### config.mk
export PLATFORM = sky130hd
export DESIGN_NAME = cx_expand_q1
export DESIGN_NICKNAME = d
export VERILOG_FILES = /design/src/rtl/cx_pkg.sv /design/src/rtl/cx_classify.sv /design/src/rtl/cx_assemble.sv /design/src/rtl/cx_expand_q1.sv
export SDC_FILE = /design/constraint.sdc
export NUM_CORES = 1
export LEC_CHECK = 0
export BUFFER_PORTS_ARGS = -buffer_cell sky130_fd_sc_hd__buf_2
export CAP_MARGIN = 20
export CORE_MARGIN = 2
export CORE_UTILIZATION = 30
export CTS_CLUSTER_DIAMETER = 50
export DETAILED_ROUTE_END_ITERATION = 16
export GPL_ROUTABILITY_DRIVEN = 0
export SLEW_MARGIN = 30
export SYNTH_ARGS = -nofsm -noshare
export SYNTH_HDL_FRONTEND = slang
export SYNTH_SLANG_ARGS = --single-unit
### constraint.sdc
create_clock -name clk -period 1.9 [get_ports clk]
set_clock_uncertainty 0.05 [all_clocks]
set_input_delay 0 -clock clk [delete_from_list [all_inputs] [get_ports clk]]
set_output_delay 0 -clock clk [all_outputs]
set_load 0.05 [all_outputs]
### src/rtl/cx_pkg.sv
package cx_pkg;
   localparam int PARCEL_W = 16;
   localparam int WORD_W   = 32;

   localparam logic [1:0] QUAD_ONE  = 2'b01;
   localparam logic [2:0] OP_WIMM   = 3'b001;
   localparam logic [2:0] OP_UPPER  = 3'b011;
   localparam logic [2:0] OP_ALU    = 3'b100;

   localparam logic [6:0] BASE_JAL  = 7'b1101111;
   localparam logic [6:0] BASE_IMMW = 7'b0011011;
   localparam logic [6:0] BASE_LUI  = 7'b0110111;
   localparam logic [6:0] BASE_IMM  = 7'b0010011;

   localparam logic [4:0] REG_ZERO  = 5'd0;
   localparam logic [4:0] REG_LINK  = 5'd1;
   localparam logic [4:0] REG_STACK = 5'd2;

   typedef enum logic [2:0] {
      FORM_NONE,
      FORM_JAL,
      FORM_ADDIW,
      FORM_LUI,
      FORM_SPADJ,
      FORM_SRLI
   } form_e;
endpackage

### src/rtl/cx_classify.sv
module cx_classify
   import cx_pkg::*;
#(
   parameter int PW = PARCEL_W
) (
   input  logic [PW-1:0] inst,
   input  logic          wide,
   output form_e         form,
   output logic          legal
);
   localparam int RD_HI = 11;
   localparam int RD_LO = 7;

   logic [2:0] major;
   logic [1:0] quad;
   logic [4:0] rd;
   logic       imm_nz;

   assign major  = inst[PW-1 -: 3];
   assign quad   = inst[1:0];
   assign rd     = inst[RD_HI:RD_LO];
   assign imm_nz = inst[12] | (|inst[6:2]);

   always_comb begin
      form  = FORM_NONE;
      legal = 1'b0;
      if (quad == QUAD_ONE) begin
         unique case (major)
            OP_WIMM: begin
               if (wide) begin
                  form  = FORM_ADDIW;
                  legal = (rd != REG_ZERO);
               end else begin
                  form  = FORM_JAL;
                  legal = 1'b1;
               end
            end
            OP_UPPER: begin
               if (rd == REG_STACK) begin
                  form  = FORM_SPADJ;
                  legal = imm_nz;
               end else begin
                  form  = FORM_LUI;
                  legal = imm_nz && (rd != REG_ZERO);
               end
            end
            OP_ALU: begin
               if (rd[4:3] == 2'b00) begin
                  form  = FORM_SRLI;
                  legal = wide | ~inst[12];
               end
            end
            default: begin
               form  = FORM_NONE;
               legal = 1'b0;
            end
         endcase
      end
   end
endmodule

### src/rtl/cx_assemble.sv
module cx_assemble
   import cx_pkg::*;
#(
   parameter int WW = WORD_W
) (
   input  logic [12:2]   pay,
   input  form_e         form,
   output logic [WW-1:0] word
);
   logic [4:0]  rd;
   logic [4:0]  crd;
   logic [5:0]  imm6;
   logic [10:0] joff;
   logic [5:0]  sp6;
   logic [11:0] sp12;

   assign rd   = pay[11:7];
   assign crd  = {2'b01, pay[9:7]};
   assign imm6 = {pay[12], pay[6:2]};
   // jump offset bits 11 down to 1
   assign joff = {pay[12], pay[8], pay[10], pay[9], pay[6], pay[7],
                  pay[2], pay[11], pay[5], pay[4], pay[3]};
   // stack adjust offset bits 9 down to 4
   assign sp6  = {pay[12], pay[4], pay[3], pay[5], pay[2], pay[6]};
   assign sp12 = {{2{sp6[5]}}, sp6, 4'b0000};

   always_comb begin
      unique case (form)
         FORM_JAL:
            word = {joff[10], joff[9:0], joff[10], {8{joff[10]}},
                    REG_LINK, BASE_JAL};
         FORM_ADDIW:
            word = {{6{imm6[5]}}, imm6, rd, 3'b000, rd, BASE_IMMW};
         FORM_LUI:
            word = {{14{imm6[5]}}, imm6, rd, BASE_LUI};
         FORM_SPADJ:
            word = {sp12, REG_STACK, 3'b000, REG_STACK, BASE_IMM};
         FORM_SRLI:
            word = {6'b000000, imm6, crd, 3'b101, crd, BASE_IMM};
         default:
            word = '0;
      endcase
   end
endmodule

### src/rtl/cx_expand_q1.sv
module cx_expand_q1
   import cx_pkg::*;
#(
   parameter int PARCEL_BITS = PARCEL_W,
   parameter int WORD_BITS   = WORD_W,
   parameter bit HAS_RV64    = 1'b1
) (
   input  logic                   clk,
   input  logic                   rst,
   input  logic                   in_valid,
   input  logic [PARCEL_BITS-1:0] in_inst,
   input  logic                   in_rv64,
   output logic                   out_valid,
   output logic [WORD_BITS-1:0]   out_word,
   output logic                   out_illegal
);
   if (PARCEL_BITS != PARCEL_W) begin : g_bad_parcel
      $error("cx_expand_q1: parcel width must be 16");
   end
   if (WORD_BITS != WORD_W) begin : g_bad_word
      $error("cx_expand_q1: word width must be 32");
   end

   logic                 wide;
   form_e                form;
   logic                 legal;
   logic [WORD_BITS-1:0] built;

   if (HAS_RV64) begin : g_mode_sel
      assign wide = in_rv64;
   end else begin : g_mode_fixed
      logic unused_rv64;
      assign unused_rv64 = in_rv64;
      assign wide = 1'b0;
   end

   cx_classify #(.PW(PARCEL_BITS)) u_cls (
      .inst  (in_inst),
      .wide  (wide),
      .form  (form),
      .legal (legal)
   );

   cx_assemble #(.WW(WORD_BITS)) u_asm (
      .pay  (in_inst[12:2]),
      .form (form),
      .word (built)
   );

   always_ff @(posedge clk) begin
      if (rst) begin
         out_valid   <= 1'b0;
         out_illegal <= 1'b0;
         out_word    <= '0;
      end else begin
         out_valid <= in_valid;
         if (in_valid) begin
            out_illegal <= ~legal;
            out_word    <= legal ? built : '0;
         end
      end
   end
endmodule

==> results of run 1 <==
==> synth_stat cells, types with 2 or more instances <==
cell type and number:
inv_1 3, o31ai_1 3, buf_4 4, nand3_1 6, nor2b_1 2, a32o_1 6, and2_1 2, o21ai_1 10
a221oi_2 3, nand4_4 2, clkbuf_1 5, nor2_1 10, nor3_1 2, a211oi_1 4, nand2b_1 2, dfxtp_1 32
nand2_1 39, a21oi_1 14, nor3b_1 2, o21ai_0 7, buf_2 2, a311oi_1 2, a31oi_1 2, a22oi_1 2
==> power by group <==
group | switching (µW) | internal (µW) | total (µW)
Clock | 241 | 389 | 630
Sequential | 1.31 | 674 | 675
Combinational | 115 | 60.8 | 176
==> sequential cells by signal (all words and copies together), names as in the netlist <==
name         flops
out_illegal      1
out_valid        1
out_word        30
==> area by class of cell <==
type                    instances  area, µm²
inverters                       3       11.3
clock inverters                 2       35.0
fillers                       567       3010
clock buffers                   6       72.6
flip-flops and latches         32        641
well taps                      70       87.6
multi-input cells             140        882
repair buffers                 70        403
==> layer usage <==
layer	wire [µm]	vias to the layer above
met5	0	-
met3	346	16
li1	-	817
met2	2010	76
met4	108	0
met1	2330	730
==> how the worst max path moves through the flow <==
stage	to	depth (start not counted)	start	slack, ns
floorplan	out_word[28]	6	in_inst[12]	0.32
global placement	out_word[29]	6	in_inst[11]	0.09
detailed placement	out_word[29]	6	in_inst[11]	0.03
CTS	out_word[29]	6	in_inst[11]	0.32
global route	out_word[11]	6	in_inst[11]	0.23
finish	out_word[15]	5	in_inst[11]	0.32
==> logic make-up after synthesis <==
kind of cell	after synthesis
buffers and inverters	15
multiplexers	1
AO/OA/AOI/OAI	62
AND/OR/NAND/NOR	77
flip-flops	32
==> stage by stage <==
step                      instances  total power [µW]  setup slack (ns)  hold slack (ns)
after floorplan                 187               784             0.321           0.0893
after global routing            323              1540             0.232           0.0261
final                           323              1480             0.323           0.0156
after global placement          311               857            0.0860            0.250
after detailed placement        311               857            0.0266            0.268
after CTS                       323              1500             0.321          0.00499
==> impl_metrics.yaml, run 1 <==
timing:
  fin_crit_sh_pct: 83.0
  fmax_mhz: 634
  fin_crit_ns: 1.58
  slew_headroom_pct: 61.9
  setup_viol: 0
  hold_viol_final: 0
  report.final.slew_viol_count: 0
  worst_pin_slew_ns: 0.568
  fin_tns_setup_ns: 0
  rsz0062_at_grt: "no"
placed_design:
  place_area_um2: 1980
  dp_hpwl_um: 3700
  port_buffers: 53
clock_network:
  tritoncts: "built"
  clock-sinks: 32
  cts_resized: 0
  ctsHoldBuffers: 4
  clock_latency_ns: 0.28
  post-cts-setup-buffer-count: 0
  clockBufferDepth: 2
  h-tree-depth: 2
  path_clk_slew_ns: 0.06
  cts_root_buffer: "clkbuf_8"
  cts_made_buffers: 5
setup_path:
  r2r-start: "out_word[24]"
  r2r_cells: 4
  path_cells: "buf_2 -> or4b_4 -> a211oi_1 -> a221oi_1 -> a211oi_1"
  worst_ep_required_time_ns: 2.04
  crit_type: "in2reg"
  start_kind: "primary input"
  cp.arrival_ns: 1.71
  cpPeakStageDelay_ns: 0.59
  r2r_setup_slack_ns: 0.85
  crit_path_max_fanout: 6
  cp_common_cell: "a211oi_1"
  end_kind: "register"
  path_buf_inv: 1
  slowest_stage: "or4b_4"
  crit_family: "compound AO/OA/AOI/OAI gates"
  r2r_end: "out_word[24]"
synthesis:
  synth_xor_area_share_pct: 0
  synth_fa_ha_area_share_pct: 0
  avgSynthCellArea_um2: 8.58
  syn_inst: 187
  synth_top_area_cell: "dfxtp_1"
  synth_fp_nets: 207
  yosys_register_bits: 32
  synth-compound-area-share_pct: 28.8
  ys.flop_type: "dfxtp_1"
  synth_top_area_share_pct: 39.9
  ys_types: 45
  synth_mux_area_share_pct: 0.624
  ys_seq_area_share_pct: 39.9
  synth_area_leaders: "dfxtp_1, nand2_1, a21oi_1"
  yosys_warnings: 0
  synth_top_family_by_area: "compound AO/OA/AOI/OAI gates"
  async_flop_share_pct: 0
  synth_area_um2: 1600
  synthSimpleGateAreaFrac_pct: 25.6
  synth_edf_count: 0
worst_hold_path:
  min_from: "in_inst[9]"
  whs_endpoint: "out_word[9]"
  min_path_cells: 2
  hold_class: "in2reg"
global_route:
  globalRouteMet2Util_pct: 23.7
  track_usage_pct: 16.6
  grtUsageMet3_pct: 4.24
  grt_max_degree: 24
  grt_pass1_wl_um: 7780
  grt-ovfl-total: 0
  grtUsageMet1_pct: 23.8
  antenna_found_initial: 0
  top_usage_layer: "met1"
  grt_pass1_vias: 1511
run_status:
  status: "completed"
pwr:
  leakagePower_uw: 0.000895
  power_density_nw_per_um2: 695
  ir_drop_uv: 268
route:
  dr_total_vias: 1639
  route.detailed.wl_per_inst_um: 14.9
  drc: 0
  detail-route-antenna-nets: 0
  wirelength_um: 4800
  viasPerCell: 5.07
  drt_pass1_iterations: 4
  drt_iter0_markers: 117
final_layout:
  layout-drive-gt1-share_pct: 34.4
  final_common_cell: "buf_2"
  nets: 272
  fin_area_um2: 2130
  area_growth_pct: 32.9
  diodes: 0
  fin_util_pct: 41.5
  layout_common_cells: "buf_2, nand2_1, dfxtp_1, a21oi_1, buf_4"
floorplan:
  coreArea_um2: 5140
  std_cell_rows: 26
  die_h_um: 77.1
  dieArea_um2: 5950
  ios: 54
  initial_core_util_pct: 31.2
  die_w_um: 77.1
run:
  cap_viol_max_count: 0
Power figures use the tool's default switching activity.
==> run 2, diff against run 1 <==
- clock period: 1.9 -> 1.4 ns (I/O delays scaled with it)
==> run 2 against run 1 <==
The flow now finishes with violations (setup timing). Final cell count increased by 9.6%. Sequential power up 36%. Global-route usage grew 1.7 points. Die area is the same. Setup slack worse by 0.35 ns. Sequential share of layout area shrank 4.0 points. Clock-buffer cell count rose by 1. Sequential cell count did not move. Register-to-register slack got worse by 0.48 ns. Core utilization up 6.3 points. Critical path depth up 2. Largest cell class unchanged. Largest power group unchanged. Highest routed layer unchanged.
==> impl_metrics.yaml, run 2 (synthesis results as in run 1) <==
timing:
  setup_viol: 7
  report.final.slew_viol_count: 0
  fmax_mhz: 701
  fin_crit_ns: 1.43
  rsz0062_at_grt: "yes"
  slew_headroom_pct: 76.3
  hold_viol_final: 0
  fin_tns_setup_ns: -0.0754
  fin_crit_sh_pct: 102
  worst_pin_slew_ns: 0.355
  setup_ws_ns: -0.0260
setup_path:
  worst_ep_required_time_ns: 1.54
  crit_path_max_fanout: 6
  path_cells: "buf_6 -> or4b_4 -> nor2b_4 -> a31oi_4 -> nand4_4 -> buf_4 -> o31ai_1"
  r2r-start: "out_word[24]"
  end_kind: "register"
  cpPeakStageDelay_ns: 0.57
  crit_family: "simple AND/OR/NAND/NOR gates"
  start_kind: "primary input"
  slowest_stage: "or4b_4"
  crit_type: "in2reg"
  cp.arrival_ns: 1.57
  path_buf_inv: 2
  critPathLaunch: "in_inst[13]"
  r2r_setup_slack_ns: 0.37
pwr:
  ir_drop_uv: 494
  leakagePower_uw: 0.00107
  power_density_nw_per_um2: 801
  power_uw: 1970
route:
  route.detailed.wl_per_inst_um: 14.4
  viasPerCell: 5.06
  detail-route-antenna-nets: 0
  drt_iter0_markers: 64
  drt_pass1_iterations: 4
  drc: 0
  wirelength_um: 5100
  dr_total_vias: 1791
clock_network:
  clockBufferDepth: 2
  path_clk_slew_ns: 0.06
  clock-sinks: 32
  h-tree-depth: 2
  cts_root_buffer: "clkbuf_8"
  clock_latency_ns: 0.28
  tritoncts: "built"
  cts_made_buffers: 5
final_layout:
  nets: 304
  area_growth_pct: 53.2
  layout_common_cells: "buf_2, buf_4, nand2_1, dfxtp_1, a21oi_1"
  diodes: 0
  top_regs: "out_word x30, out_illegal x1, out_valid x1"
  final_common_cell: "buf_2"
  nFillCells: 558
  fin_util_pct: 47.8
  regMostFlops: "out_word"
  multiInputGateArea_um2: 970
  largest_reg_flops: 30
  seqCellArea_um2: 641
  layout-drive-gt1-share_pct: 48.9
floorplan:
  coreArea_um2: 5140
  die_h_um: 77.1
  std_cell_rows: 26
  ios: 54
  die_w_um: 77.1
  initial_core_util_pct: 31.2
  dieArea_um2: 5950
run_status:
  violations: "setup timing"
  status: "finished, violations left"
placed_design:
  dp_hpwl_um: 4020
  port_buffers: 53
global_route:
  grt_pass1_vias: 1796
  grt-ovfl-total: 0
  grt_pass1_wl_um: 8690
  antenna_found_initial: 0
  grt_max_degree: 24
  track_usage_pct: 18.4
worst_hold_path:
  hold_class: "in2reg"
  min_from: "in_valid"
run:
  cap_viol_max_count: 0
## run 2: cell count changes in the layout (fill, tap and decap cells not counted), moves of 3 or more
cell and change:
o21ai_2 +7, buf_6 +3, a211oi_2 +4, buf_4 +34
dlygate4sd3_1 -3, o21ai_0 -3, a211oi_1 -4, o21ai_1 -4
## run 2: report_power, final
group	leakage (µW)	internal (µW)	total, µW	switching [µW]
combinational	0.000761	127	302	174
clock	0.0000503	437	749	312
sequential	0.000258	915	916	1.65
## run 2: worst register-to-register path, cell delays in order, from the launching register on
cell	delay, ns
dfxtp_1	0.32
nand2_1	0.10
nand2_1	0.06
a311oi_1	0.27
a221oi_2	0.10
## run 2: path summary, 6_finish.rpt
path	end	depth (start not counted)
setup / recovery	out_word[30]	7
hold reg to reg	out_word[23]	2
setup reg to reg	out_word[24]	4
hold / removal	out_word[6]	3
## run 2: final cells by class
class | instances | area share [%]
multi-input cells | 140 | 39.5
repair buffers | 102 | 26.5
flip-flops and latches | 32 | 26.1
inverters | 3 | 0.458
well taps | 70 | 3.56
clock buffers | 7 | 3.92
## run 2: through the flow
step	worst slack (ns)	instance area [µm²]	hold WS, ns	std cells
after global routing	-0.155	2460	0.0648	354
after CTS	-0.0171	2400	0.0257	353
after detailed placement	-0.399	2240	0.195	340
final	-0.0260	2460	0.0327	354
after floorplan	-0.146	1650	0.0973	187
after global placement	-0.351	2240	0.194	340
## run 2: repair_timing
item | 4_1_cts | 5_1_grt
hold endpoints to repair | 1 | 0
pin swaps | 2 | 4
hold buffers | 1 | 0
endpoints found under the setup margin | 26 | 27
setup buffers | 5 | 1
gates resized for setup | 3 | 15
## run 2: routing by layer
layer	vias to the layer above	GRT usage [%]	part of all wire [%]
met5	-	0	0
met4	0	8.04	3.4
met3	15	3.76	5.7
met2	70	29.2	44
met1	823	24.0	47
li1	883	-	-
==> run 3, diff against run 2 <==
- CORE_UTILIZATION: 30 -> 45
- PLACE_DENSITY: not set -> 0.75
==> run 3 against run 2 <==
The flow now finishes without violations. Via count increased by 5.9%. First-iteration DRC count rose by 59%. Power down 2.8%. Critical endpoint is now out_word[24]. Largest cell class unchanged.
==> impl_metrics.yaml, run 3 (synthesis results as in run 1) <==
run_status:
  status: "completed"
route:
  route.detailed.wl_per_inst_um: 15.2
  dr_total_vias: 1896
  drt_pass1_iterations: 8
  detail-route-antenna-nets: 0
  viasPerCell: 5.68
  drc: 0
  drt_iter0_markers: 102
  wirelength_um: 5070
setup_path:
  cpPeakStageDelay_ns: 0.57
  r2r-start: "out_word[15]"
  crit_type: "in2reg"
  r2r_cells: 4
  cp.arrival_ns: 1.57
  r2r_end: "out_word[15]"
  start_kind: "primary input"
  path_cells: "buf_6 -> or4b_4 -> nor2b_4 -> a31oi_4 -> nand4_4 -> a221oi_2"
  r2r_setup_slack_ns: 0.35
  slowest_stage: "or4b_4"
  crit_path_max_fanout: 7
  worst_ep_required_time_ns: 1.60
  end_kind: "register"
floorplan:
  die_h_um: 63.7
  dieArea_um2: 4060
  die_w_um: 63.7
  ios: 54
  coreArea_um2: 3390
  std_cell_rows: 21
  initial_core_util_pct: 47.3
clock_network:
  clockBufferDepth: 2
  cts_root_buffer: "clkbuf_4"
  clock_latency_ns: 0.34
  clock-sinks: 32
  h-tree-depth: 2
  tritoncts: "built"
  cts_made_buffers: 5
  path_clk_slew_ns: 0.09
final_layout:
  final_common_cell: "buf_2"
  largest_reg_flops: 30
  layout_common_cells: "buf_2, buf_4, nand2_1, dfxtp_1, a21oi_1"
  layout-drive-gt1-share_pct: 44.8
  regMostFlops: "out_word"
  top_regs: "out_word x30, out_illegal x1, out_valid x1"
  nets: 307
  diodes: 0
  area_growth_pct: 49.8
global_route:
  antenna_found_initial: 0
  grt_max_degree: 18
  grt_pass1_wl_um: 8310
  grt_pass1_vias: 1771
  track_usage_pct: 26.6
  grt-ovfl-total: 0
pwr:
  power_density_nw_per_um2: 795
  p_clk_share_pct: 35.8
  seqPwrFrac_pct: 47.9
  p_int_uw: 1420
  power_uw: 1910
  ir_drop_uv: 616
  switchingPower_uw: 490
  p_sw_share_pct: 25.6
  p_comb_share_pct: 16.3
  leakagePower_uw: 0.00106
timing:
  fin_crit_ns: 1.37
  hold_viol_final: 0
  setup_ws_ns: 0.0303
  setup_viol: 0
  report.final.slew_viol_count: 0
  worst_pin_slew_ns: 0.364
  fin_crit_sh_pct: 97.8
  fmax_mhz: 730
  slew_headroom_pct: 75.7
  rsz0062_at_grt: "yes"
worst_hold_path:
  whs_endpoint: "out_word[24]"
  min_from: "in_inst[6]"
  min_path_cells: 3
  hold_class: "in2reg"
placed_design:
  post-place-ws_ns: -0.354
  port_buffers: 53
  dp_hpwl_um: 3910
run:
  cap_viol_max_count: 0
-- run 3: worst max-delay path: cells and delay by family --
kind | cells | cell delay [ns]
AOI/OAI and AO/OA | 2 | 0.52
buffers and inverters | 1 | 0.09
and+or+nand+nor | 3 | 0.94
-- run 3: how the worst max path moves through the flow --
stage | from | endpoint | slack (ns) | depth (start not counted)
3_5_place_dp | in_inst[11] | out_word[5] | -0.35 | 6
6_report | in_inst[11] | out_word[24] | 0.03 | 6
2_1_floorplan | in_inst[12] | out_word[28] | -0.15 | 6
4_1_cts | in_inst[11] | out_word[4] | 0.03 | 7
3_3_place_gp | in_inst[11] | out_word[28] | -0.30 | 6
5_1_grt | in_inst[11] | out_word[16] | -0.04 | 6
-- run 3: power by group through the flow --
stage	Combinational [µW]	Sequential [µW]	Clock (µW)
2_1_floorplan	123	951	0
3_3_place_gp	286	936	0
3_5_place_dp	291	936	0
4_1_cts	302	915	691
5_1_grt	334	916	746
6_report	312	915	684
-- run 3: area by class of cell --
type / count / area, µm²
sequential: 32 / 641
inverter: 3 / 11.3
fill: 271 / 986
clock buffer: 6 / 41.3
multi-input combinational: 140 / 936
clock inverter: 2 / 35.0
timing repair buffer: 105 / 682
tap: 46 / 57.6
-- run 3: what timing repair did --
item	CTS	global route
hold endpoints to repair	9	0
setup buffers	0	0
setup endpoints to repair	6	14
hold buffers	5	0
resized for setup	1	8
-- run 3: metal layers --
metal  GRT usage [%]  up-vias  part of all wire, %
met5               0        -                    0
met4            16.0        0                  4.4
met3            7.14       26                  8.4
met2            40.9      118                   47
met1            33.1      863                   40
li1                -      889                    -
-- run 3: stage by stage --
step / util (%) / area (µm²) / hold slack, ns / setup TNS (ns) / instances
floorplan: - / 1650 / 0.0973 / -1.63 / 187
CTS: 70.2 / 2380 / 0.0101 / 0 / 334
global route: 70.9 / 2400 / 0.0262 / -0.0823 / 334
finish: 70.9 / 2400 / 0.0195 / 0 / 334
detailed placement: 66.4 / 2250 / 0.198 / -8.53 / 321
global placement: 66.4 / 2250 / 0.198 / -7.00 / 321
